## config.mk

```make
export PLATFORM = sky130hd
export DESIGN_NAME = twi_write_target
export DESIGN_NICKNAME = d
export VERILOG_FILES = /design/src/rtl/twi_pkg.sv /design/src/rtl/twi_sync.sv /design/src/rtl/twi_cond.sv /design/src/rtl/twi_rx.sv /design/src/rtl/twi_write_target.sv
export SDC_FILE = /design/constraint.sdc
export NUM_CORES = 1
export LEC_CHECK = 0
export ABC_AREA = 1
export BUFFER_PORTS_ARGS = -buffer_cell sky130_fd_sc_hd__buf_4
export CORE_AREA = 5 5 59 61
export CTS_BUF_LIST = sky130_fd_sc_hd__clkbuf_8
export DETAILED_ROUTE_END_ITERATION = 12
export DIE_AREA = 0 0 64 66
export GPL_ROUTABILITY_DRIVEN = 0
export GPL_TIMING_DRIVEN = 0
export PLACE_DENSITY = 0.83
export SYNTH_ARGS = -nofsm -noshare
export SYNTH_HDL_FRONTEND = slang
export SYNTH_HIERARCHICAL = 1
export SYNTH_SLANG_ARGS = --single-unit
export TNS_END_PERCENT = 1
```

## constraint.sdc

```tcl
create_clock -name clk -period 2.75 [get_ports clk]
set_clock_uncertainty 0.15 [all_clocks]
set_input_delay 0.55 -clock clk [delete_from_list [all_inputs] [get_ports clk]]
set_output_delay 0.55 -clock clk [all_outputs]
set_load 0.01 [all_outputs]
```

## src/rtl/twi_pkg.sv

```systemverilog
// Shared types and constants for the two-wire write-only target.
// Assumes: one receiver per bus line pair.
package twi_pkg;
    typedef enum logic [2:0] {
        ST_IDLE,   // waiting for a START
        ST_ADDR,   // shifting in the address byte
        ST_AACK,   // driving the address acknowledge
        ST_DATA,   // shifting in a data byte
        ST_DACK,   // driving the data acknowledge
        ST_SKIP    // address refused, wait for START or STOP
    } twi_state_e;

    localparam logic [4:0] ADDR_PREFIX = 5'b10010;
    localparam int         BYTE_BITS   = 8;
endpackage

```

## src/rtl/twi_sync.sv

```systemverilog
// Multi-stage synchroniser for the SCL and SDA lines.
// Assumes: lines idle high, so the flops reset to 1.
module twi_sync #(
    parameter int STAGES = 2
) (
    input  logic clk,
    input  logic rst_n,
    input  logic scl_raw,
    input  logic sda_raw,
    output logic scl_s,
    output logic sda_s
);
    logic [1:0] raw;
    logic [1:0] synced;

    assign raw   = {scl_raw, sda_raw};
    assign scl_s = synced[1];
    assign sda_s = synced[0];

    for (genvar ln = 0; ln < 2; ln++) begin : g_line
        logic [STAGES-1:0] chain;
        // Shift each line through its own flop chain.
        always_ff @(posedge clk) begin
            if (!rst_n) chain <= '1;
            else        chain <= {chain[STAGES-2:0], raw[ln]};
        end
        assign synced[ln] = chain[STAGES-1];
    end
endmodule

```

## src/rtl/twi_cond.sv

```systemverilog
// Finds SCL edges and START/STOP conditions on the synchronised lines.
// A STOP that follows a START inside the same SCL-high pulse is suppressed.
// Assumes: inputs already synchronised to clk.
module twi_cond (
    input  logic clk,
    input  logic rst_n,
    input  logic scl_s,
    input  logic sda_s,
    output logic scl_rise,
    output logic scl_fall,
    output logic start_det,
    output logic stop_det
);
    logic scl_q, sda_q, start_in_pulse, stop_raw;

    // Keep the previous synchronised values for edge detection.
    always_ff @(posedge clk) begin
        if (!rst_n) begin
            scl_q <= 1'b1;
            sda_q <= 1'b1;
        end else begin
            scl_q <= scl_s;
            sda_q <= sda_s;
        end
    end

    assign scl_rise  = scl_s & ~scl_q;
    assign scl_fall  = ~scl_s & scl_q;
    assign start_det = scl_s & scl_q & sda_q & ~sda_s;
    assign stop_raw  = scl_s & scl_q & ~sda_q & sda_s;
    assign stop_det  = stop_raw & ~start_in_pulse;

    // Remember that the current SCL-high pulse already carried a START.
    always_ff @(posedge clk) begin
        if (!rst_n)         start_in_pulse <= 1'b0;
        else if (!scl_s)    start_in_pulse <= 1'b0;
        else if (start_det) start_in_pulse <= 1'b1;
    end
endmodule

```

## src/rtl/twi_rx.sv

```systemverilog
// Byte receiver: address compare, acknowledge and data strobe.
// Assumes: one-cycle event pulses from twi_cond, and SCL much slower than clk.
module twi_rx
    import twi_pkg::*;
#(
    parameter int IDX_W = 4
) (
    input  logic             clk,
    input  logic             rst_n,
    input  logic             enable,
    input  logic [1:0]       my_addr,
    input  logic             sda_s,
    input  logic             scl_rise,
    input  logic             scl_fall,
    input  logic             start_det,
    input  logic             stop_det,
    output logic             sda_pull,
    output logic             rx_valid,
    output logic [7:0]       rx_data,
    output logic [IDX_W-1:0] rx_index
);
    localparam int CNT_W = $clog2(BYTE_BITS + 1);
    localparam logic [CNT_W-1:0] FULL = CNT_W'(BYTE_BITS);

    twi_state_e       state;
    logic [CNT_W-1:0] bitcnt;
    logic [7:0]       shreg;
    logic [IDX_W-1:0] byte_cnt;
    logic             addr_hit;

    assign addr_hit = (shreg == {ADDR_PREFIX, my_addr, 1'b0});

    // Main sequencer: bus conditions take priority over bit handling.
    always_ff @(posedge clk) begin
        if (!rst_n) begin
            state    <= ST_IDLE;
            bitcnt   <= '0;
            shreg    <= '0;
            byte_cnt <= '0;
            sda_pull <= 1'b0;
            rx_valid <= 1'b0;
            rx_data  <= '0;
            rx_index <= '0;
        end else begin
            rx_valid <= 1'b0;
            if (!enable || stop_det) begin
                state    <= ST_IDLE;
                sda_pull <= 1'b0;
            end else if (start_det) begin
                state    <= ST_ADDR;
                bitcnt   <= '0;
                byte_cnt <= '0;
                sda_pull <= 1'b0;
            end else begin
                case (state)
                    ST_ADDR, ST_DATA: begin
                        if (scl_rise && bitcnt < FULL) begin
                            shreg  <= {shreg[6:0], sda_s};
                            bitcnt <= bitcnt + 1'b1;
                        end else if (scl_fall && bitcnt == FULL) begin
                            if (state == ST_DATA) begin
                                sda_pull <= 1'b1;
                                state    <= ST_DACK;
                            end else if (addr_hit) begin
                                sda_pull <= 1'b1;
                                state    <= ST_AACK;
                            end else begin
                                state    <= ST_SKIP;
                            end
                        end
                    end
                    ST_AACK: begin
                        if (scl_fall) begin
                            sda_pull <= 1'b0;
                            bitcnt   <= '0;
                            state    <= ST_DATA;
                        end
                    end
                    ST_DACK: begin
                        if (scl_fall) begin
                            sda_pull <= 1'b0;
                            bitcnt   <= '0;
                            state    <= ST_DATA;
                            rx_valid <= 1'b1;
                            rx_data  <= shreg;
                            rx_index <= byte_cnt;
                            byte_cnt <= byte_cnt + 1'b1;
                        end
                    end
                    default: ;
                endcase
            end
        end
    end
endmodule

```

## src/rtl/twi_write_target.sv

```systemverilog
// Top of the two-wire write-only target: synchroniser, condition
// detector and byte receiver. Assumes straps change only while idle.
module twi_write_target #(
    parameter int SYNC_STAGES = 2,
    parameter int IDX_W       = 4
) (
    input  logic             clk,
    input  logic             rst_n,
    input  logic             scl_in,
    input  logic             sda_in,
    input  logic             strap_hi,
    input  logic             strap_lo,
    output logic             sda_pull,
    output logic             rx_valid,
    output logic [7:0]       rx_data,
    output logic [IDX_W-1:0] rx_index
);
    logic scl_s, sda_s, scl_rise, scl_fall, start_det, stop_det;

    twi_sync #(.STAGES(SYNC_STAGES)) u_sync (
        .clk(clk), .rst_n(rst_n), .scl_raw(scl_in), .sda_raw(sda_in),
        .scl_s(scl_s), .sda_s(sda_s)
    );

    twi_cond u_cond (
        .clk(clk), .rst_n(rst_n), .scl_s(scl_s), .sda_s(sda_s),
        .scl_rise(scl_rise), .scl_fall(scl_fall),
        .start_det(start_det), .stop_det(stop_det)
    );

    twi_rx #(.IDX_W(IDX_W)) u_rx (
        .clk(clk), .rst_n(rst_n), .enable(strap_hi | strap_lo),
        .my_addr({strap_hi, strap_lo}), .sda_s(sda_s),
        .scl_rise(scl_rise), .scl_fall(scl_fall),
        .start_det(start_det), .stop_det(stop_det),
        .sda_pull(sda_pull), .rx_valid(rx_valid),
        .rx_data(rx_data), .rx_index(rx_index)
    );
endmodule

```

Word-level counts from Yosys, hierarchy flattened
Cells that the tools add are included. W data, S select, Z words.

Register bits: 40. Input port bits: 6. Output and inout bits: 14. Word-level logic and storage cells: 91.

Add/sub/neg operators: 2. $lt $le $gt $ge: 1. Equal/unequal tests: 14. Multiplexer cells: 21. Bitwise gates (word level): 18. Reduce and logical (&&, ||, !) cells: 21.

Operators by type and width (count): $mux W4 (6); $reduce_and A4 Y1 (5); $mux W3 (5); $not A1 Y1 (9); $add A4 B1 Y4 const B (2); $and A1 B1 Y1 (8); $eq A8 B8 Y1 (1); $pmux W4 S2 (1); $mux W1 (7); $eq A3 B2 Y1 const B (2); $ne A3 B1 Y1 const B (2); $ne A3 B2 Y1 const B (2); $pmux W3 S2 (1); $reduce_bool A2 Y1 (3); $reduce_or A2 Y1 (3); $reduce_and A5 Y1 (1); $eq A4 B4 Y1 const B (1); $lt A4 B4 Y1 const B (1); $ne A2 B1 Y1 const B (2); $reduce_or A4 Y1 (1); $eq A3 B1 Y1 const B (1); $eq A3 B3 Y1 const B (1); $ne A3 B3 Y1 const B (1); $reduce_and A3 Y1 (1); 9 further kinds (10).

Depth between registers and ports, before layout
Gate-level depths: netlist of the first run.

Word-level depth: 7. Depth in mapped cells: 11. Depth with buffers taken out: 11.

Modules after synthesis
Netlist of the first run, hierarchy kept.

Modules (own cells, without submodules): twi_rx (times used 1, cells an instance 211, area an instance 1514.0 µm²); twi_cond (times used 1, cells an instance 21, area an instance 146.4 µm²); twi_sync (times used 1, cells an instance 12, area an instance 110.1 µm²); twi_write_target (times used 1, cells an instance 3, area an instance 11.3 µm²).

Least setup slack after synthesis of the first run
OpenSTA, ideal clock, no wires.

Kind: input to register. From: in strap_hi. To: reg u_rx.shreg[1]. Arrival: 1.406 ns. Required time: 2.481 ns. Slack: 1.075 ns. Cell stages on the path: 9. Path buffers: 0. Path through: inv_1 -> nand2_1 -> inv_1 -> nor2_4 -> nand2_2 -> nor2_4 -> inv_2 -> o21ai_0 -> a21oi_1.

Cells in the longest elaborated chain, start to end: 5.

Ends and longest elaborated chain: from (decl) (RTL line twi_write_target.sv:11) `input logic strap_hi,`; $or A1 B1 Y1 (RTL line twi_write_target.sv:32) `.clk(clk), .rst_n(rst_n), .enable(strap_hi | strap_lo),`; $logic_not A1 Y1 (RTL line twi_rx.sv:46) `if (!enable || stop_det) begin`; $logic_or A1 B1 Y1 (RTL line twi_rx.sv:46); $not A1 Y1 (no line); $reduce_and A4 Y1 (no line); to (signal assigned) (RTL line twi_rx.sv:58) `shreg <= {shreg[6:0], sda_s};`; to (decl) (RTL line twi_rx.sv:27) `logic [7:0] shreg;`.

No other way between the ends. A chain may end at the register's enable or synchronous reset.

Worst setup path in the final report of the first run
From: reg u_sync.g_line[0].chain[1]. To: reg u_rx.shreg[1].

RTL lines: from (decl) (RTL line twi_sync.sv:21) `logic [STAGES-1:0] chain;`; from (signal assigned) (RTL line twi_sync.sv:25) `else chain <= {chain[STAGES-2:0], raw[ln]};`; $not A1 Y1 (RTL line twi_cond.sv:29) `assign start_det = scl_s & scl_q & sda_q & ~sda_s;`; $and A1 B1 Y1 (RTL line twi_cond.sv:29); via start_det (RTL line twi_write_target.sv:18) `logic scl_s, sda_s, scl_rise, scl_fall, start_det, stop_det;`; $not A1 Y1 (no line); $reduce_and A4 Y1 (no line).

The timed path passes the listed nets, and every way through them passes these cells.

==> run summary, run 1 <==
Resized cells post-CTS = 0
measured slew at the worst slew-check pin = 0.384 ns
P&R area growth vs syn = 16.9%
vias per std cell = 4.96
DPL Wire Length = 2.57 mm
commonest non-fill, non-tap cells in the layout = nand2_1, nor2_1, dfxtp_1, inv_1, o21ai_0
gate count of the mapped netlist = 247
CP Launch Type = register
synthesized flop and latch total = 40
1st-iter DRT viols = 50
RSZ-0062 raised after global routing = no
vias in the first global route = 1380
register area share after synthesis = 44.9%
Reg-to-Reg End = u_rx/shreg[1]
DIE WIDTH = 64 µm
R2R Setup Slk = 0.98 ns
clock root buffer = clkbuf_8
maximum vdd drop = 534 µV
CP arrival = 1.79 ns
Die Y = 66 µm
commonest non-fill, non-tap cell in the layout = nand2_1
H-tree depth = 2
number of clock sinks = 40
max-cap violation count = 0
post-layout net count = 282
combinational share of power = 6.9%
GRT Total Usage = 17.8%
setup_tns = 0 ns
power after layout = 1.16 mW
post-route antenna net violation count = 0
Pwr Density = 555 nW/µm²
fraction of layout cells with a size suffix above 1 = 17.2%
drt first pass iters = 4
worst r2r path cells = 9
Crit Path Category = register to register
Post-Syn Nets = 256
Final WS setup = 0.976 ns
sequential power share = 51.7%
status = finished, final reports clean
min Tclk post-route = 1.77 ns
Leakage Power = 1.02 nW
switching part of the total = 22.9%
maximum fanout along the worst path = 10
total core area = 2930 µm²
Yosys warnings = 6
post-DR wirelength/cell = 11.2 µm
post-place setup slack = 0.801 ns
maximum clock insertion buffer count = 2
Int Power = 0.891 mW
count of final setup violators = 0
Hold WC Path Type = register to register
worst hold stages = 2
setup bufs post-CTS = 0
Syn Area/Cell = 7.21 µm²
Final Max Tran Viols = 0
Setup crit end kind = register
IO buf count = 19
drt drc = 0
CP endpoint = u_rx/shreg[1]
Diodes inserted = 0
Initial Util = 60.9%
non-filler instance count after layout = 307
Yosys cell types = 24
CP required = 2.77 ns
largest net degree at the start of global routing = 15
switching pwr = 0.264 mW
DRT Wirelength = 3.45 mm
Setup crit start = u_sync/g_line[0].chain[1]
first-pass GRT wire length = 5.89 mm
clk slew on worst S/H paths = 0.07 ns
GRT Residual Overflow = 0
final hold vios = 0
Fmax = 564 MHz
initial antenna violation count = 0
Rel. slew slack = 74.4%
power share of the clock group = 41.5%
die area = 4220 µm²
CTS buffer count = 5
Ports = 20
Critical R2R Launch = u_sync/g_line[0].chain[1]
CTS tree = yes
fin crit share = 64.5%
Clock Latency Late Sink = 0.29 ns
Cells after DPL = 299
site row count = 20
Post-Syn Area = 1780 µm²
Vias = 1522
hold buffer count at CTS = 0
-- critical path, cell delays in order, from the launching register on --
cell and delay, ns:
dfxtp_1 0.43, nor2_4 0.06, nand2_2 0.07, inv_1 0.07, inv_1 0.21, nand2_2 0.11
nor2_4 0.24, inv_2 0.10, o21ai_0 0.16, a21oi_1 0.07
-- final cells by class --
class / instances / area (µm²)
fill: 253 / 846
tap: 33 / 41.3
multi-input combinational: 162 / 803
clock inverter: 3 / 47.5
clock buffer: 5 / 68.8
sequential: 40 / 801
buffer: 4 / 22.5
inverter: 41 / 155
timing repair buffer: 19 / 143
-- kinds of logic after synthesis --
family          count (synthesis)  share of synthesized area, %
simple gates                  113                          29.3
compound gates                 44                          12.7
xor+xnor                        2                         0.983
fa+ha+maj                       3                          2.11
flops                          40                          44.9
buf+inv                        45                          9.97
-- per-stage QoR --
stage	utilization (%)	instance area, µm²	hold WS [ns]
5_1_grt	71.1	2080	0.277
4_1_cts	71.1	2080	0.266
6_report	71.1	2080	0.266
3_5_place_dp	67.1	1970	0.247
3_3_place_gp	67.1	1970	0.232
2_1_floorplan	-	1780	0.230
-- worst min path at each step --
stage | slack, ns | to | from
floorplan | 0.23 | u_sync/g_line[0].chain[1] | u_sync/g_line[0].chain[0]
global placement | 0.23 | u_sync/g_line[0].chain[1] | u_sync/g_line[0].chain[0]
finish | 0.27 | u_sync/g_line[0].chain[1] | u_sync/g_line[0].chain[0]
CTS | 0.27 | u_sync/g_line[0].chain[1] | u_sync/g_line[0].chain[0]
detailed placement | 0.25 | u_sync/g_line[0].chain[1] | u_sync/g_line[0].chain[0]
global route | 0.28 | u_sync/g_line[0].chain[1] | u_sync/g_line[0].chain[0]
-- state kept, by name, summed over array words and instances, names as in the netlist --
name	flops
u_sync/g_line.chain	4
u_rx/shreg	8
u_rx/rx_index	4
u_cond/scl_q	1
u_rx/state	3
u_rx/byte_cnt	4
u_cond/sda_q	1
u_rx/sda_pull	1
u_cond/start_in_pulse	1
u_rx/bitcnt	4
u_rx/rx_data	8
u_rx/rx_valid	1
-- per-layer routing --
metal  share of wire, %  track usage, %
met5                  0               0
met1                 48            21.8
met2                 48            29.8
met3                3.6            4.08
met4               0.61            7.79
-- power by group through the flow --
stage	Combinational, mW	Sequential, mW	Clock, mW
2_1_floorplan	0.0582	0.609	0
5_1_grt	0.0916	0.599	0.524
3_3_place_gp	0.0769	0.610	0
6_report	0.0795	0.597	0.479
4_1_cts	0.0798	0.597	0.491
3_5_place_dp	0.0793	0.611	0
-- synth_stat cells --
master | number | area, µm²
nor2_1 | 41 | 154
clkbuf_1 | 3 | 11.3
dfxtp_1 | 40 | 801
nand3_4 | 1 | 17.5
nand4_1 | 1 | 6.26
ha_1 | 3 | 37.5
o21ai_1 | 2 | 10.0
nand3_2 | 2 | 20.0
buf_6 | 1 | 11.3
a21boi_0 | 1 | 7.51
nand3_1 | 11 | 55.1
clkinv_2 | 1 | 5.00
a21oi_2 | 1 | 8.76
inv_2 | 4 | 15.0
nor3_1 | 2 | 10.0
o21ai_0 | 24 | 120
xor2_1 | 1 | 8.76
inv_1 | 36 | 135
nand2_2 | 5 | 31.3
a21oi_1 | 16 | 80.1
nor2_4 | 5 | 56.3
and3_1 | 1 | 6.26
xnor2_1 | 1 | 8.76
nand2_1 | 44 | 165
Power figures use the tool's default switching activity.
==> run 2, diff against run 1 <==
CORE_AREA = 5 5 61 63   (was 5 5 59 61)
DIE_AREA = 0 0 66 68   (was 0 0 64 66)
PLACE_DENSITY = 0.78   (was 0.83)
clock period = 1.65 ns   (was 2.75 ns; I/O delays follow)
==> run 2 against run 1 <==
First-iteration DRC count increased by 34%; cell area increased by 1.7%; via count increased by 1.4%; critical path type unchanged; largest cell class unchanged; largest power group unchanged; highest routed layer unchanged.
==> run summary, run 2 (same netlist as run 1, synthesis figures left out) <==
status = finished, final reports clean
Initial Util = 56.0%
max incr delay on CP = 0.32 ns
Critical Path Slowest Stage Cell = dfxtp_1
CP top delay family = simple AND/OR/NAND/NOR gates
CTS buffer count = 5
die area = 4490 µm²
vias per std cell = 4.78
vias in the first global route = 1412
DRT Wirelength = 3.42 mm
Final Max Tran Viols = 0
WP depth = 9
Hold WC Path Type = input port to register
Fmax = 655 MHz
worst hold stages = 3
switching pwr = 0.435 mW
maximum clock insertion buffer count = 2
1st-iter DRT viols = 67
Vias = 1543
Largest regs = u_rx/rx_data x8, u_rx/shreg x8
post-DR wirelength/cell = 10.6 µm
GRT Total Usage = 18.0%
drt first pass iters = 4
commonest non-fill, non-tap cell in the layout = nand2_1
Top cell by count, worst path = nor2_4
footprint of the multi-input gates = 808 µm²
combinational share of power = 7.9%
Worst Hold Slack = 0.0515 ns
min Tclk post-route = 1.53 ns
hold buffer count at CTS = 0
Int Power = 1.32 mW
site row count = 21
IO buf count = 19
Die Y = 68 µm
maximum vdd drop = 598 µV
H-tree depth = 2
Rel. slew slack = 74.6%
total core area = 3180 µm²
Fillers = 294
worst r2r path cells = 9
CP arrival = 1.61 ns
Diodes inserted = 0
count of final setup violators = 0
final hold vios = 0
initial antenna violation count = 0
Clock Latency Late Sink = 0.30 ns
clk slew on worst S/H paths = 0.07 ns
post-route antenna net violation count = 0
Cells after DPL = 312
CP required = 1.73 ns
WP buf/inv = 2
post-route cell area = 2120 µm²
DIE WIDTH = 66 µm
drt drc = 0
P&R area growth vs syn = 18.9%
Setup crit end kind = register
Ports = 20
number of clock sinks = 40
switching part of the total = 24.8%
maximum fanout along the worst path = 5
sequential power share = 56.7%
commonest non-fill, non-tap cells in the layout = nand2_1, nor2_1, dfxtp_1, inv_1, o21ai_0
non-filler instance count after layout = 323
crit path cell chain = inv_1, nand3_1, nor2_2, nor2_4, nand2_2, nor2_4, buf_6, o21ai_0, a21oi_1
CP Launch Type = register
placed inst area = 1980 µm²
clock root buffer = clkbuf_8
largest net degree at the start of global routing = 13
max-cap violation count = 0
fraction of layout cells with a size suffix above 1 = 20.6%
GRT Residual Overflow = 0
post-layout net count = 286
fin crit share = 92.6%
Crit Path Category = register to register
Pwr Density = 828 nW/µm²
measured slew at the worst slew-check pin = 0.381 ns
Reg area = 807 µm²
first-pass GRT wire length = 5.98 mm
Leakage Power = 1.02 nW
CTS tree = yes
power share of the clock group = 35.4%
DPL Wire Length = 2.56 mm
## run 2: worst reg2reg max path, cell delays in order (launching register included)
cell     delay [ns]
dfxtp_1        0.32
inv_1          0.07
nand3_1        0.10
nor2_2         0.06
nor2_4         0.14
nand2_2        0.10
nor2_4         0.19
buf_6          0.12
o21ai_0        0.08
a21oi_1        0.15
## run 2: layout make-up
cell class,count,area share (%)
Sequential cell,40,38.1
Clock inverter,2,0.591
Tap cell,46,2.72
Timing Repair Buffer,23,8.51
Clock buffer,5,3.25
Buffer,4,1.06
Inverter,41,7.62
Multi-Input combinational cell,162,38.2
## run 2: worst paths after layout
path | to | slack [ns] | from
setup reg to reg | u_rx/shreg[3] | 0.12 | u_cond/sda_q
hold / removal | u_sync/g_line[0].chain[0] | 0.05 | sda_in
setup / recovery | u_rx/shreg[3] | 0.12 | u_cond/sda_q
hold reg to reg | u_sync/g_line[1].chain[1] | 0.26 | u_sync/g_line[1].chain[0]
## run 2: stage by stage
| stage | TNS [ns] | total power [mW] | util [%] | setup WS (ns) |
|---|---|---|---|---|
| 2_1_floorplan | 0 | 1.11 | - | 0.130 |
| 3_3_place_gp | -0.560 | 1.15 | 62.3 | -0.0900 |
| 3_5_place_dp | -0.746 | 1.15 | 62.3 | -0.0970 |
| 4_1_cts | 0 | 1.77 | 65.6 | 0.0141 |
| 5_1_grt | -0.0168 | 1.85 | 66.6 | -0.0159 |
| 6_report | 0 | 1.75 | 66.6 | 0.123 |
## run 2: timing repair
action | CTS | global route
gates resized for setup | 3 | 11
endpoints found under the setup margin | 17 | 26
pin swaps | 1 | 3
buffers inserted | 2 | 2
## run 2: power groups by stage
stage	combinational (mW)	sequential, mW	clock [mW]
2_1_floorplan	0.0970	1.01	0
5_1_grt	0.159	0.997	0.689
3_3_place_gp	0.130	1.02	0
3_5_place_dp	0.132	1.02	0
6_report	0.138	0.995	0.621
4_1_cts	0.134	0.995	0.641
## run 2: metal layers
metal  GRT usage (%)  up-vias  share of wire (%)
met3            6.90        6                5.2
met4            10.7        0                2.3
li1                -      824                  -
met1            20.4      685                 47
met5               0        -                  0
met2            28.9       28                 46
